--- config.mk ---
export PLATFORM = sky130hd
export DESIGN_NAME = dram_cbr_ctrl
export DESIGN_NICKNAME = d
export VERILOG_FILES = /design/src/rtl/dram_cbr_ctrl.sv
export SDC_FILE = /design/constraint.sdc
export NUM_CORES = 1
export LEC_CHECK = 0
export BUFFER_PORTS_ARGS = -buffer_cell sky130_fd_sc_hd__buf_2
export CAP_MARGIN = 20
export CELL_PAD_IN_SITES_DETAIL_PLACEMENT = 1
export CELL_PAD_IN_SITES_GLOBAL_PLACEMENT = 1
export CORE_MARGIN = 2
export CORE_UTILIZATION = 40
export CTS_BUF_LIST = sky130_fd_sc_hd__clkbuf_4 sky130_fd_sc_hd__clkbuf_8
export CTS_CLUSTER_DIAMETER = 80
export DETAILED_ROUTE_END_ITERATION = 10
export MAX_ROUTING_LAYER = met4
export PLACE_DENSITY = 0.78
export SYNTH_ARGS = -nofsm -noshare
export SYNTH_HDL_FRONTEND = slang
export SYNTH_SLANG_ARGS = --single-unit
--- constraint.sdc ---
create_clock -name clk -period 2.3 [get_ports clk]
set_clock_uncertainty 0.05 [all_clocks]
set_input_delay 0.46 -clock clk [delete_from_list [all_inputs] [get_ports clk]]
set_output_delay 0.46 -clock clk [all_outputs]
set_load 0.02 [all_outputs]
--- src/rtl/dram_cbr_ctrl.sv ---
module dram_cbr_ctrl #(
  parameter int          ROW_W       = 11,
  parameter int          COL_W       = 10,
  parameter int          INIT_CYCLES = 8,
  parameter logic [10:0] CNT_RESET   = 11'h5A5
) (
  input  logic             clk,
  input  logic             rst_n,
  input  logic             ras_n,
  input  logic             cas_n,
  input  logic             we_n,
  input  logic             oe_n,
  input  logic [ROW_W-1:0] addr,
  output logic [ROW_W-1:0] row_addr,
  output logic [COL_W-1:0] col_addr,
  output logic             rd_en,
  output logic             wr_en,
  output logic             refresh,
  output logic             dq_oe
);
  localparam int RW = $clog2(INIT_CYCLES + 1);
  localparam logic [RW-1:0] RUN_MAX  = RW'(INIT_CYCLES);
  localparam logic [RW-1:0] RUN_LAST = RW'(INIT_CYCLES - 1);

  typedef enum logic [1:0] {M_IDLE, M_NORM, M_CBR} mode_t;

  mode_t            mode;
  logic             ras_q, cas_q, we_q;
  logic             cas_seen, rd_act;
  logic [ROW_W-1:0] cnt;
  logic [RW-1:0]    run;

  wire ras_fall = ras_q & ~ras_n;
  wire ras_rise = ~ras_q & ras_n;
  wire cas_fall = cas_q & ~cas_n;

  assign dq_oe = rd_act & ~cas_n & ~oe_n;

  always_ff @(posedge clk or negedge rst_n) begin
    if (!rst_n) begin
      ras_q    <= 1'b1;
      cas_q    <= 1'b1;
      we_q     <= 1'b1;
      mode     <= M_IDLE;
      cas_seen <= 1'b0;
      rd_act   <= 1'b0;
      cnt      <= CNT_RESET[ROW_W-1:0];
      run      <= '0;
      row_addr <= '0;
      col_addr <= '0;
      rd_en    <= 1'b0;
      wr_en    <= 1'b0;
      refresh  <= 1'b0;
    end else begin
      ras_q   <= ras_n;
      cas_q   <= cas_n;
      we_q    <= we_n;
      rd_en   <= 1'b0;
      wr_en   <= 1'b0;
      refresh <= 1'b0;
      if (ras_fall) begin
        cas_seen <= 1'b0;
        rd_act   <= 1'b0;
        if (!cas_n) begin
          mode     <= M_CBR;
          row_addr <= cnt;
        end else begin
          mode     <= M_NORM;
          row_addr <= addr;
        end
      end else if (ras_rise) begin
        mode   <= M_IDLE;
        rd_act <= 1'b0;
        if (mode == M_CBR) begin
          cnt     <= cnt + 1'b1;
          refresh <= 1'b1;
          run     <= '0;
        end else if (!cas_seen) begin
          refresh <= 1'b1;
          if (run >= RUN_LAST) begin
            cnt <= '0;
            run <= RUN_MAX;
          end else begin
            run <= run + 1'b1;
          end
        end else begin
          run <= '0;
        end
      end else if (mode != M_IDLE && !ras_n) begin
        if (cas_fall) begin
          cas_seen <= 1'b1;
          col_addr <= addr[COL_W-1:0];
          if (we_n) begin
            rd_en  <= 1'b1;
            rd_act <= 1'b1;
          end else begin
            wr_en  <= 1'b1;
            rd_act <= 1'b0;
          end
        end else if (cas_n) begin
          rd_act <= 1'b0;
        end else if (rd_act && we_q && !we_n) begin
          wr_en  <= 1'b1;
          rd_act <= 1'b0;
        end
      end
    end
  end

  AST_RD_WR_EXCL: assert property (@(posedge clk) disable iff (!rst_n)
    !(rd_en && wr_en));
  AST_REFRESH_QUIET: assert property (@(posedge clk) disable iff (!rst_n)
    refresh |-> (!rd_en && !wr_en));
  AST_CNT_STEP: assert property (@(posedge clk) disable iff (!rst_n)
    (ras_rise && mode == M_CBR) |=> cnt == $past(cnt) + 1'b1);
  AST_COL_HOLD: assert property (@(posedge clk) disable iff (!rst_n)
    !cas_fall |=> $stable(col_addr));
  AST_CBR_ROW: assert property (@(posedge clk) disable iff (!rst_n)
    (mode == M_CBR && (rd_en || wr_en)) |-> row_addr == cnt);
  AST_OE_NO_WRITE: assert property (@(posedge clk) disable iff (!rst_n)
    wr_en |-> !dq_oe);
endmodule

* Yosys cells after proc, flatten, opt, wreduce, memory -nomap -nowiden *
Index checks and enable logic that the tools add are counted.

storage, ports and cells
  register bits after elaboration = 46
  bits of input ports = 17
  output and inout port bits = 25
  logic and storage cells = 83

cells by class
  $add $sub $neg = 2
  $lt $le $gt $ge = 1
  eq/ne operators = 3
  muxes and demuxes = 36
  bitwise gates (word level) = 11
  reduce and logical (&&, ||, !) cells = 17

operator list
  operator               count
  $mux 11                4
  $mux 1                 26
  $mux 4                 3
  $add 11x1->11 const B  1
  $reduce_bool 2->1      5
  $reduce_and 4->1       2
  $mux 2                 3
  $not 1->1              6
  $and 1x1->1            5
  $reduce_bool 5->1      1
  $add 4x1->4 const B    1
  $ge 4x3->1 const B     1
  $reduce_and 2->1       2
  $logic_and 1x1->1      3
  $reduce_and 3->1       1
  $reduce_bool 3->1      1
  $eq 2x2->1 const B     1
  $logic_not 1->1        2
  $ne 2x1->1 const B     1
  $ne 2x2->1 const B     1

* Depth between registers and ports, before layout *
Gate-level depths: netlist of the first run.

  depth in word-level cells = 8
  mapped depth = 7
  gate-level depth less buffers = 6

* Least setup slack after synthesis of the first run *
Ideal clock, no wire load.

  kind = in2out
  start = input cas_n
  end = output dq_oe
  arrival = 1420 ps
  required time = 1790 ps
  path slack = 370 ps
  stages on the path = 3
  buffers on the path = 2
  cell sequence = clkbuf_1 -> buf_2 -> nor3b_1

on the way
  word-level cells in the longest chain between the ends = 3

ends and longest elaborated chain
  item                      line  text
  from (decl)               10    input logic cas_n,
  $not 1->1                 37    assign dq_oe = rd_act & ~cas_n & ~oe_n;
  $and 1x1->1 (2 in a row)  37
  to (decl)                 19    output logic dq_oe

No other way between the ends.

* Worst setup path in the final report of the first run *
  start = register run[0]
  end = register cnt[6]

on the way
  word-level cells in the longest chain between the ends = 3

ends and longest elaborated chain
  item                                line  text
  from (decl)                         31    logic [RW-1:0] run;
  from (signal assigned)              84    run <= run + 1'b1;
  $ge 4x3->1                          80    if (run >= RUN_LAST) begin
  $reduce_bool 2->1 (no source line)  --
  $reduce_and 4->1 (no source line)   --
  to (signal assigned)                47    cnt <= CNT_RESET[ROW_W-1:0];
  to (signal assigned)                75    cnt <= cnt + 1'b1;
  to (decl)                           30    logic [ROW_W-1:0] cnt;

No other way between the ends.
A chain may end at the register's enable or synchronous reset.

==> out/qor.csv, run 1 <==
stage,metric,value,unit
outcome,status,"complete, no violations",
synth,synth unique cells,36,
synth,cell with the most instances after synthesis,dfrtp_1,
worst_setup_path,"delay-heaviest family, CP",compound AO/OA/AOI/OAI gates,
worst_setup_path,maximum fanout along the worst path,20,
worst_setup_path,Worst Setup Path Type,flip-flop to flip-flop,
synth,YS warnings,0,
worst_setup_path,CP max-delay cell,a21oi_2,
floorplanning,Core Area,0.005140,mm^2
worst_setup_path,crit end category,flip-flop,
power_and_ir_drop,Internal Dissipation,1528,uW
power_and_ir_drop,sequential power share,47.8,%
synth,Syn Area/Cell,10.60,um^2
route,Detailed Route WL,5192,um
finish,Final Net Count,264,
route,DRC Markers,0,
power_and_ir_drop,Net Sw Frac,31.53,%
finish,filler instances,595,
synth,"flops & latches, synth",46,
global_route,largest net degree at the start of global routing,27,
sta,period utilization,87.94,%
clock_tree,H-tree depth,2,
placed_design,RD Place Congestion,0.7910,
global_route,GRT Total Usage,19.24,%
sta,slew of the pin with the lowest slew margin,0.7302,ns
synth,Syn Nets,224,
finish,P&R area growth vs syn,18.03,%
power_and_ir_drop,leakage,0.001200,uW
floorplanning,full die area,0.005980,mm^2
finish,ANT cells,0,
synth,Syn Std Cell Area,0.002151,mm^2
global_route,first-pass GRT wire length,8707,um
synth,synth top area cells,"dfrtp_1 (43%), dfstp_2 (11%), a21oi_1 (5.4%)",
route,DRT iter0 DRCs,52,
worst_setup_path,crit path DAT,2.19,ns
placed_design,I/O Buffers,41,
worst_setup_path,Bufs and invs on worst path,0,
worst_setup_path,CP Data Required Time,2.47,ns
floorplanning,Starting Density,41.85,%
clock_tree,CTS root buf,clkbuf_8,
sta,setup TNS,0,ns
power_and_ir_drop,P per Cell Area,879.2,mW/mm^2
floorplanning,die height,77.33,um
job,maxcap violations,0,
power_and_ir_drop,total net switching power,703.7,uW
power_and_ir_drop,Comb pwr share,24.0,%
sta,final hold violation count,0,
clock_tree,"Hold-fix buffers, CTS",0,
route,Antenna Violating Nets Remaining,0,
floorplanning,# IOs,42,
placed_design,DP HPWL,3540,um
clock_tree,Worst-Skew Late Latency,0.30,ns
worst_setup_path,CP startpoint kind,flip-flop,
route,Via density,5.490,
synth,"Seq/Total Area, Yosys",54.04,%
power_and_ir_drop,Worst IR Drop VDD,0.3454,mV
floorplanning,# rows,26,
global_route,antenna violations before repair,0,
global_route,grt ovf,0,
worst_setup_path,"Cell Chain, Critical Path","ha_1, a21o_1, a21oi_2, o21ai_0, a21oi_1",
floorplanning,Die Wd,77.33,um
route,drt pass-1 iters,4,
sta,count of final max-slew check failures,0,
clock_tree,CTS buffer count,5,
synth,synthesized instance count,203,
finish,layout cells sized above 1,30.33,%
synth,leading area contributor after synthesis,dfrtp_1,
sta,Setup Viol. Count Final,0,
route,routed vias,1724,
power_and_ir_drop,clock power share,28.2,%
clock_tree,cts repair resizes,0,
clock_tree,CTS tree,built,
power_and_ir_drop,total power draw,2232,uW
sta,f_max,494.4,MHz
clock_tree,Post CTS Setup Buffer Count,0,
route,routed length per instance,16.54,um
clock_tree,clock slew at reported path FFs,0.09,ns
synth,share of the synthesized area in the top cell type,43.05,%
global_route,vias in the first global route,1711,
synth,asr flop ratio synth,100.0,%
synth,top cells by instance count after synthesis,"dfrtp_1 (37), a21oi_1 (23), nor2_1 (14), o21ai_0 (14), mux2i_1 (11)",
worst_setup_path,Crit path largest cell delay,0.58,ns
clock_tree,clk buf depth,2,
worst_hold_path,Hold WC Path Type,input port to asynchronous set/reset pin,
sta,max_slew headroom,51.32,%
synth,Post-synth EDFFs,0,
sta,minimum clock period,2.023,ns
sta,RSZ-0062 raised after global routing,no,
clock_tree,TritonCTS Sinks,46,
synth,Synth Flop Type,dfrtp_1,
[sequential cells by signal (all words and copies together), names as in the netlist]
signal	cells
we_q	1
row_addr	11
refresh	1
rd_en	1
rd_act	1
run	4
wr_en	1
mode	2
ras_q	1
cnt	11
cas_q	1
col_addr	10
cas_seen	1
[per-stage QoR]
stage,hold WS (ns),util (%),instances,area [um^2],worst slack [ns]
floorplan,0.1144,-,203,2151,0.3702
global placement,0.4320,47.05,306,2419,0.4324
detailed placement,0.4383,47.05,306,2419,0.3516
CTS,0.1335,49.39,314,2539,0.2755
global route,0.1409,49.39,314,2539,0.09453
finish,0.1185,49.39,314,2539,0.2774
[worst paths after layout]
| kind | start | to | slack [ns] | cells past startpoint |
|---|---|---|---|---|
| hold reg to reg | col_addr[3]$_DFFE_PN0P_ | col_addr[3]$_DFFE_PN0P_ | 0.46 | 1 |
| setup / recovery | run[0]$_DFFE_PN0P_ | cnt[6]$_DFFE_PN0P_ | 0.28 | 5 |
| setup reg to reg | run[0]$_DFFE_PN0P_ | cnt[6]$_DFFE_PN0P_ | 0.28 | 5 |
| hold / removal | rst_n | col_addr[4]$_DFFE_PN0P_ | 0.12 | 1 |
| min in group clk | we_n | we_q$_DFF_PN1_ | 0.24 | 1 |
| max in group asynchronous | rst_n | cnt[0]$_DFFE_PN1P_ | 1.47 | 2 |
[power groups by stage]
stage                     Clock [uW]  Combinational (uW)  Sequential [uW]
after floorplan                    0                 274             1150
after global placement             0                 519             1070
after detailed placement           0                 537             1080
after CTS                        648                 544             1070
after global routing             687                 593             1090
final                            629                 536             1070
[cell families (layout without fill, tap and decap cells)]
group | count (synthesis) | in the layout | share of synthesized area (%)
buffers and inverters | 19 | 60 | 4.363
flip-flops | 46 | 46 | 54.04
multiplexers | 21 | 21 | 10.36
AO/OA/AOI/OAI | 50 | 50 | 13.26
AND/OR/NAND/NOR | 63 | 63 | 15.65
adder cells (fa/ha/maj) | 4 | 4 | 2.327
[cells in the final DEF, fill, tap and decap left out]
| cell | n |
|---|---|
| a211oi_1 | 1 |
| a21o_1 | 2 |
| a21oi_1 | 23 |
| a21oi_2 | 1 |
| a22o_1 | 1 |
| a31oi_1 | 1 |
| a32oi_1 | 1 |
| and2b_1 | 1 |
| and3_1 | 2 |
| and4_1 | 1 |
| and4_4 | 1 |
| buf_12 | 1 |
| buf_2 | 41 |
| buf_4 | 3 |
| bufinv_16 | 1 |
| clkbuf_4 | 1 |
| clkbuf_8 | 6 |
| dfrtp_1 | 37 |
| dfstp_2 | 9 |
| ha_1 | 4 |
| inv_1 | 7 |
| mux2_2 | 10 |
| mux2i_1 | 11 |
| nand2_1 | 10 |
| nand2b_1 | 2 |
| nand3_1 | 10 |
| nand3b_1 | 1 |
| nand4_1 | 5 |
| nor2_1 | 14 |
| nor3_1 | 1 |
| nor3b_1 | 1 |
| nor4_1 | 3 |
| o211ai_1 | 2 |
| o21ai_0 | 14 |
| o21bai_1 | 1 |
| o31ai_1 | 3 |
| or3_1 | 7 |
| or4_1 | 4 |
[metal layers]
metal  part of all wire, %  GRT usage [%]
met4                   1.4          5.536
met5                     0              -
met3                   3.9          3.953
met1                    45          25.54
met2                    50          30.17
[area by class of cell]
class                   count  area, um^2  share of cell area [%]
multi-input cells         138       894.6                   35.24
clock inverters             1       30.03                   1.183
repair buffers             45       247.7                   9.759
clock buffers               7       90.09                   3.549
inverters                   7       26.28                   1.035
well taps                  70       87.58                   3.450
flip-flops and latches     46        1162                   45.79
No activity file was read; power rests on OpenSTA's default activity.
==> inputs of run 2 (changes only) <==
- CELL_PAD_IN_SITES_DETAIL_PLACEMENT: 1 -> not set
- CELL_PAD_IN_SITES_GLOBAL_PLACEMENT: 1 -> not set
- PLACE_DENSITY: 0.78 -> 0.64
==> run 2 against run 1 <==
Net effect: register-to-register slack improved by 0.10 ns; total power decreased by 6.5%; critical path depth is the same; setup slack better by 0.10 ns; highest routed layer unchanged.
==> out/qor.csv, run 2 (same netlist as run 1, synthesis figures left out) <==
stage,metric,value,unit,change
outcome,status,"complete, no violations",,
clock_tree,cts repair resizes,0,,unchanged
route,Via density,5.171,,-5.8%
global_route,antenna violations before repair,0,,unchanged
power_and_ir_drop,P per Cell Area,827.7,mW/mm^2,-5.9%
clock_tree,Worst-Skew Late Latency,0.30,ns,about the same
power_and_ir_drop,Comb pwr share,24.8,%,+0.8 points
power_and_ir_drop,clock power share,24.4,%,-3.8 points
sta,slew of the pin with the lowest slew margin,0.6473,ns,-0.08296 ns
worst_setup_path,maximum fanout along the worst path,20,,unchanged
clock_tree,clk buf depth,2,,unchanged
route,Antenna Violating Nets Remaining,0,,unchanged
worst_setup_path,CP max-delay cell,a21oi_2,,
clock_tree,TritonCTS Sinks,46,,unchanged
global_route,GRT Total Usage,15.34,%,-3.9 points
sta,final hold violation count,0,,unchanged
sta,f_max,520.1,MHz,+5.2%
finish,post-route insts no fill,315,,+0.32%
route,routed length per instance,13.31,um,-19%
worst_setup_path,CP Data Required Time,2.47,ns,about the same
finish,"commonest non-fill, non-tap cell in the layout",buf_2,,
placed_design,I/O Buffers,41,,unchanged
floorplanning,Die Wd,77.33,um,unchanged
worst_setup_path,"Cell Chain, Critical Path","ha_1, a21o_1, a21oi_2, o21ai_0, a21oi_1",,
global_route,grt ovf,0,,unchanged
power_and_ir_drop,Worst IR Drop VDD,0.2925,mV,-15%
clock_tree,H-tree depth,2,,unchanged
clock_tree,CTS tree,built,,
clock_tree,clock slew at reported path FFs,0.08,ns,about the same
worst_setup_path,Crit path largest cell delay,0.52,ns,-0.06 ns
sta,Setup Viol. Count Final,0,,unchanged
power_and_ir_drop,Internal Dissipation,1417,uW,-7.3%
clock_tree,CTS root buf,clkbuf_8,,
global_route,largest net degree at the start of global routing,27,,unchanged
finish,"commonest cells after routing, fill and taps aside","buf_2 (41), dfrtp_1 (37), a21oi_1 (23)",,
floorplanning,# IOs,42,,unchanged
placed_design,RD Place Congestion,0.8514,,+7.6%
worst_setup_path,crit path DAT,2.09,ns,-0.10 ns
worst_setup_path,reg2reg start,run[0]$_DFFE_PN0P_,,
finish,filler instances,498,,-16%
placed_design,dpl cells,307,,+0.33%
worst_hold_path,Hold WC Path Type,input port to asynchronous set/reset pin,,
finish,layout cells sized above 1,30.61,%,+0.28 points
worst_setup_path,Setup crit start,run[0]$_DFFE_PN0P_,,
clock_tree,CTS buffer count,5,,unchanged
finish,footprint of the multi-input gates,894.6,um^2,unchanged
sta,period utilization,83.60,%,-4.3 points
route,routed vias,1629,,-5.5%
sta,RSZ-0062 raised after global routing,no,,
finish,ANT cells,0,,unchanged
floorplanning,Core Area,0.005140,mm^2,unchanged
worst_setup_path,Worst Setup Path Type,flip-flop to flip-flop,,
worst_setup_path,crit end category,flip-flop,,
worst_setup_path,CP startpoint kind,flip-flop,,
power_and_ir_drop,sequential power share,50.7,%,+2.9 points
finish,P&R area growth vs syn,17.22,%,
floorplanning,Starting Density,41.85,%,unchanged
power_and_ir_drop,leakage,0.001195,uW,-0.45%
route,DRC Markers,0,,unchanged
route,Detailed Route WL,4194,um,-19%
global_route,first-pass GRT wire length,7141,um,-18%
sta,count of final max-slew check failures,0,,unchanged
global_route,vias in the first global route,1447,,-15%
sta,minimum clock period,1.923,ns,-0.09983 ns
clock_tree,"Hold-fix buffers, CTS",0,,unchanged
power_and_ir_drop,Net Sw Frac,32.07,%,+0.55 points
floorplanning,die height,77.33,um,unchanged
sta,setup TNS,0,ns,unchanged
sta,max_slew headroom,56.85,%,+5.5 points
route,drt pass-1 iters,4,,unchanged
clock_tree,Post CTS Setup Buffer Count,0,,unchanged
floorplanning,# rows,26,,unchanged
power_and_ir_drop,total net switching power,669.3,uW,-4.9%
finish,biggest regs,"cnt: 11 flops, row_addr: 11 flops, col_addr: 10 flops",,
floorplanning,full die area,0.005980,mm^2,unchanged
job,maxcap violations,0,,unchanged
finish,Final Net Count,265,,+0.38%
finish,Reg area,0.001162,mm^2,unchanged
placed_design,DP HPWL,3127,um,-12%
route,DRT iter0 DRCs,68,,+31%
run 2: cell count changes in the layout (fill, tap and decap cells not counted):
cell,delta
buf_4,+1
bufinv_16,-1
clkinv_2,+1
run 2: power by group through the flow:
stage	sequential, uW	clock, uW	combinational [uW]
6_report	1060	510	518
5_1_grt	1080	570	572
4_1_cts	1060	532	525
3_5_place_dp	1080	0	523
3_3_place_gp	1070	0	514
2_1_floorplan	1150	0	274
run 2: cell type report:
| type | instances | area share (%) |
|---|---|---|
| Sequential cell | 46 | 46.10 |
| Multi-Input combinational cell | 138 | 35.48 |
| Timing Repair Buffer | 46 | 10.12 |
| Clock buffer | 7 | 3.573 |
| Tap cell | 70 | 3.474 |
| Inverter | 7 | 1.042 |
| Clock inverter | 1 | 0.1985 |
run 2: final timing paths:
path | to | depth (start not counted) | slack [ns]
setup / recovery | cnt[7]$_DFFE_PN1P_ | 5 | 0.38
hold / removal | mode[1]$_DFFE_PN0P_ | 1 | 0.06
setup reg to reg | cnt[7]$_DFFE_PN1P_ | 5 | 0.38
hold reg to reg | cnt[10]$_DFFE_PN1P_ | 2 | 0.45
max in group asynchronous | cnt[8]$_DFFE_PN1P_ | 2 | 1.56
min in group clk | we_q$_DFF_PN1_ | 1 | 0.24
run 2: per-stage QoR:
stage	hold slack [ns]	power, uW	worst slack [ns]	instance area (um^2)	utilization, %
floorplan	0.1144	1427	0.3702	2151	-
global placement	0.3998	1585	0.4109	2426	47.20
detailed placement	0.4000	1598	0.3790	2426	47.20
CTS	0.07563	2116	0.3723	2521	49.05
global route	0.08127	2223	0.2820	2521	49.05
finish	0.06208	2087	0.3772	2521	49.05
run 2: per-layer routing:
layer	up-vias	GRT usage, %	wire [um]
li1	818	-	-
met1	775	20.30	1995
met2	29	23.13	1963
met3	7	3.837	172
met4	0	5.357	62
met5	-	-	0
run 2: worst max-delay path: cells and delay by family (launching register included):
kind                       cells  cell delay [ns]
AOI/OAI and AO/OA              4             1.13
DFF                            1             0.40
adders and majority gates      1             0.26
==> inputs of run 3 (changes only) <==
- ABC_AREA: not set -> 1
- PLACE_DENSITY: 0.64 -> 0.66
- clock period: 2.3 -> 1.66 ns (I/O delays scaled with it)
==> run 3 against run 2 <==
Net effect: maximum frequency increased by 24%; cell count is 17% higher; wire length grew 10%; count of clock-buffer cells in the layout shrank 2; synthesized cell count is 23% higher; highest routed layer unchanged; critical endpoint is now row_addr[1]$_DFFE_PN0P_; critical path depth decreased by 1; cell area rose by 5.7%; clock power rose by 34%; first-iteration DRC count increased by 63%; core utilization decreased by 0.35 points.
==> out/qor.csv, run 3 <==
stage,metric,value,unit,change
worst_setup_path,crit path DAT,1.71,ns,-0.38 ns
synth,mux cell area share after synthesis,0,%,-10 points
synth,asr flop ratio synth,100.0,%,unchanged
finish,"commonest cells after routing, fill and taps aside","nand2_1 (63), buf_2 (41), dfrtp_1 (37)",,
synth,cell with the most instances after synthesis,nand2_1,,
synth,share of the synthesized area in the top cell type,41.02,%,-2.0 points
global_route,GRT Total Usage,16.71,%,+1.4 points
sta,minimum clock period,1.545,ns,-0.3775 ns
route,DRT iter0 DRCs,111,,+63%
synth,synth top area cells,"dfrtp_1 (41%), dfstp_2 (10%), nand2_1 (10%)",,
sta,count of final max-slew check failures,0,,unchanged
finish,Final Net Count,318,,+20%
outcome,status,"complete, no violations",,
worst_setup_path,"delay-heaviest family, CP",flip-flops,,
power_and_ir_drop,P per Cell Area,1077,mW/mm^2,+30%
synth,"flops & latches, synth",46,,unchanged
synth,leading area contributor after synthesis,dfrtp_1,,
floorplanning,# IOs,42,,unchanged
global_route,grt ovf,0,,unchanged
floorplanning,Core Area,0.005473,mm^2,+6.5%
sta,period utilization,93.09,%,+9.5 points
power_and_ir_drop,total power draw,2870,uW,+38%
placed_design,I/O Buffers,41,,unchanged
route,routed length per instance,12.49,um,-6.2%
power_and_ir_drop,Comb pwr share,26.4,%,+1.6 points
power_and_ir_drop,total net switching power,984.3,uW,+47%
clock_tree,Worst-Skew Late Latency,0.30,ns,about the same
finish,footprint of the multi-input gates,897.1,um^2,+0.28%
power_and_ir_drop,leakage,0.001309,uW,+9.6%
clock_tree,clk buf depth,2,,unchanged
worst_setup_path,maximum fanout along the worst path,12,,-40%
clock_tree,clock slew at reported path FFs,0.09,ns,about the same
synth,"Seq/Total Area, Yosys",51.50,%,-2.5 points
sta,RSZ-0062 raised after global routing,no,,
power_and_ir_drop,sequential power share,49.7,%,-1.0 points
power_and_ir_drop,clock power share,23.8,%,-0.6 points
worst_setup_path,CP Data Required Time,1.82,ns,-0.65 ns
worst_setup_path,Bufs and invs on worst path,1,,+1
worst_setup_path,Worst Setup Path Type,flip-flop to flip-flop,,
finish,biggest regs,"cnt: 11 flops, row_addr: 11 flops, col_addr: 10 flops",,
finish,filler instances,532,,+6.8%
route,Antenna Violating Nets Remaining,0,,unchanged
global_route,antenna violations before repair,0,,unchanged
synth,Syn Nets,270,,+21%
power_and_ir_drop,Net Sw Frac,34.30,%,+2.2 points
job,maxcap violations,0,,unchanged
finish,layout cells sized above 1,30.54,%,-0.075 points
worst_setup_path,"Cell Chain, Critical Path","ha_1, inv_1, or2_2, o221ai_1",,
finish,ANT cells,0,,unchanged
route,Via density,4.859,,-6.0%
worst_setup_path,crit end category,flip-flop,,
worst_setup_path,Crit path largest cell delay,0.54,ns,+0.02 ns
clock_tree,CTS tree,built,,
power_and_ir_drop,Internal Dissipation,1885,uW,+33%
synth,Synth Area in Compound Gates,14.41,%,+1.1 points
floorplanning,Die Wd,79.12,um,+2.3%
synth,Syn Std Cell Area,0.002257,mm^2,+4.9%
sta,Setup Viol. Count Final,0,,unchanged
synth,XOR/XNOR share of the synthesized area,0,%,unchanged
global_route,vias in the first global route,1737,,+20%
clock_tree,TritonCTS Sinks,46,,unchanged
sta,max_slew headroom,73.47,%,+17 points
synth,Synth Area in Adders,2.217,%,-0.11 points
synth,synthesized instance count,249,,+23%
global_route,largest net degree at the start of global routing,33,,+22%
route,drt pass-1 iters,4,,unchanged
worst_setup_path,CP startpoint kind,flip-flop,,
synth,Syn Area/Cell,9.065,um^2,-14%
sta,setup TNS,0,ns,unchanged
route,Detailed Route WL,4623,um,+10%
finish,P&R area growth vs syn,18.07,%,
floorplanning,full die area,0.006260,mm^2,+4.7%
worst_setup_path,CP max-delay cell,dfstp_2,,
route,routed vias,1798,,+10%
synth,Synth Flop Type,dfrtp_1,,
clock_tree,CTS buffer count,5,,unchanged
sta,final hold violation count,0,,unchanged
placed_design,RD Place Congestion,0.8181,,-3.9%
clock_tree,Post CTS Setup Buffer Count,0,,unchanged
synth,YS warnings,0,,unchanged
floorplanning,# rows,27,,+3.8%
clock_tree,CTS root buf,clkbuf_8,,
sta,f_max,647.1,MHz,+24%
finish,Reg area,0.001162,mm^2,unchanged
synth,Synth Area in Simple Gates,23.00,%,+7.4 points
sta,slew of the pin with the lowest slew margin,0.3970,ns,-0.2503 ns
clock_tree,H-tree depth,2,,unchanged
global_route,first-pass GRT wire length,8107,um,+14%
route,DRC Markers,0,,unchanged
synth,Post-synth EDFFs,0,,unchanged
synth,largest family of logic cells by synthesized area,simple AND/OR/NAND/NOR gates,,
placed_design,DP HPWL,3471,um,+11%
floorplanning,Starting Density,41.24,%,-0.60 points
floorplanning,die height,79.12,um,+2.3%
finish,"commonest non-fill, non-tap cell in the layout",nand2_1,,
power_and_ir_drop,Worst IR Drop VDD,0.4252,mV,+45%
synth,top cells by instance count after synthesis,"nand2_1 (63), dfrtp_1 (37), inv_1 (33)",,
synth,synth unique cells,31,,-14%
worst_hold_path,Hold WC Path Type,input port to flip-flop,,
==> run 3: changes by cell type after synthesis, moves of 7 or more <==
| cell | previous run | this run |
|---|---|---|
| a21oi_1 | 23 | 6 |
| inv_1 | 7 | 33 |
| mux2_2 | 10 | 0 |
| mux2i_1 | 11 | 0 |
| nand2_1 | 10 | 63 |
| nand3_1 | 10 | 21 |
| o21ai_0 | 14 | 7 |
| o21ai_2 | 0 | 13 |
| o221ai_1 | 0 | 11 |
| or3_1 | 7 | 0 |
==> run 3: layout make-up <==
cell class                 count  share of cell area (%)
sequential                    46                   43.61
multi-input combinational    160                   33.66
timing repair buffer          48                   10.70
inverter                      36                   5.258
tap                           72                   3.380
clock buffer                   5                   2.582
clock inverter                 3                  0.7981
==> run 3: final timing paths <==
check	from	to	slack, ns	cells past startpoint
min in group asynchronous	rst_n	row_addr[10]$_DFFE_PN0P_	0.42	2
worst max-delay path	ras_q$_DFF_PN1_	row_addr[1]$_DFFE_PN0P_	0.11	4
worst max register to register	ras_q$_DFF_PN1_	row_addr[1]$_DFFE_PN0P_	0.11	4
max in group asynchronous	rst_n	cnt[2]$_DFFE_PN1P_	0.58	3
worst min register to register	run[3]$_DFFE_PN0P_	run[0]$_DFFE_PN0P_	0.41	1
worst min-delay path	we_n	we_q$_DFF_PN1_	0.1	1
==> run 3: logic make-up (layout without fill, tap and decap cells) <==
| logic type | Yosys count | after routing |
|---|---|---|
| flops | 46 | 46 |
| simple gates | 111 | 111 |
| compound gates | 45 | 45 |
| fa+ha+maj | 4 | 4 |
| buf+inv | 43 | 92 |
==> run 3: metrics by stage <==
stage                     instance area (um^2)  worst slack (ns)  std cells  hold WS [ns]  utilization [%]
after detailed placement                  2562            0.1183        361        0.2180            46.82
after CTS                                 2663            0.1048        370       0.08390            48.65
final                                     2665            0.1147        370       0.09702            48.70
after floorplan                           2257            0.1591        249      -0.01359                -
after global placement                    2562            0.1449        361        0.2170            46.82
after global routing                      2665          0.005421        370       0.08148            48.70
==> run 3: power by group through the flow <==
stage / registers [uW] / clock network (uW) / logic, uW
after global placement: 1440 / 0 / 743
after global routing: 1460 / 762 / 859
after floorplan: 1570 / 0 / 393
after detailed placement: 1450 / 0 / 766
final: 1430 / 684 / 758
after CTS: 1430 / 719 / 774
==> run 3: per-layer routing <==
metal  vias up  track usage, %  part of all wire (%)
li1        919               -                     -
met1       844           22.24                    48
met2        30           25.76                    47
met3         5           2.500                   3.3
met4         0           6.724                   1.6
met5         -               -                     0
==> run 3: repair_timing <==
| item | 4_1_cts | 5_1_grt |
|---|---|---|
| gates resized for setup | 0 | 1 |
| hold buffers | 1 | 0 |
| hold endpoints to repair | 9 | 0 |
| setup endpoints to repair | 0 | 1 |
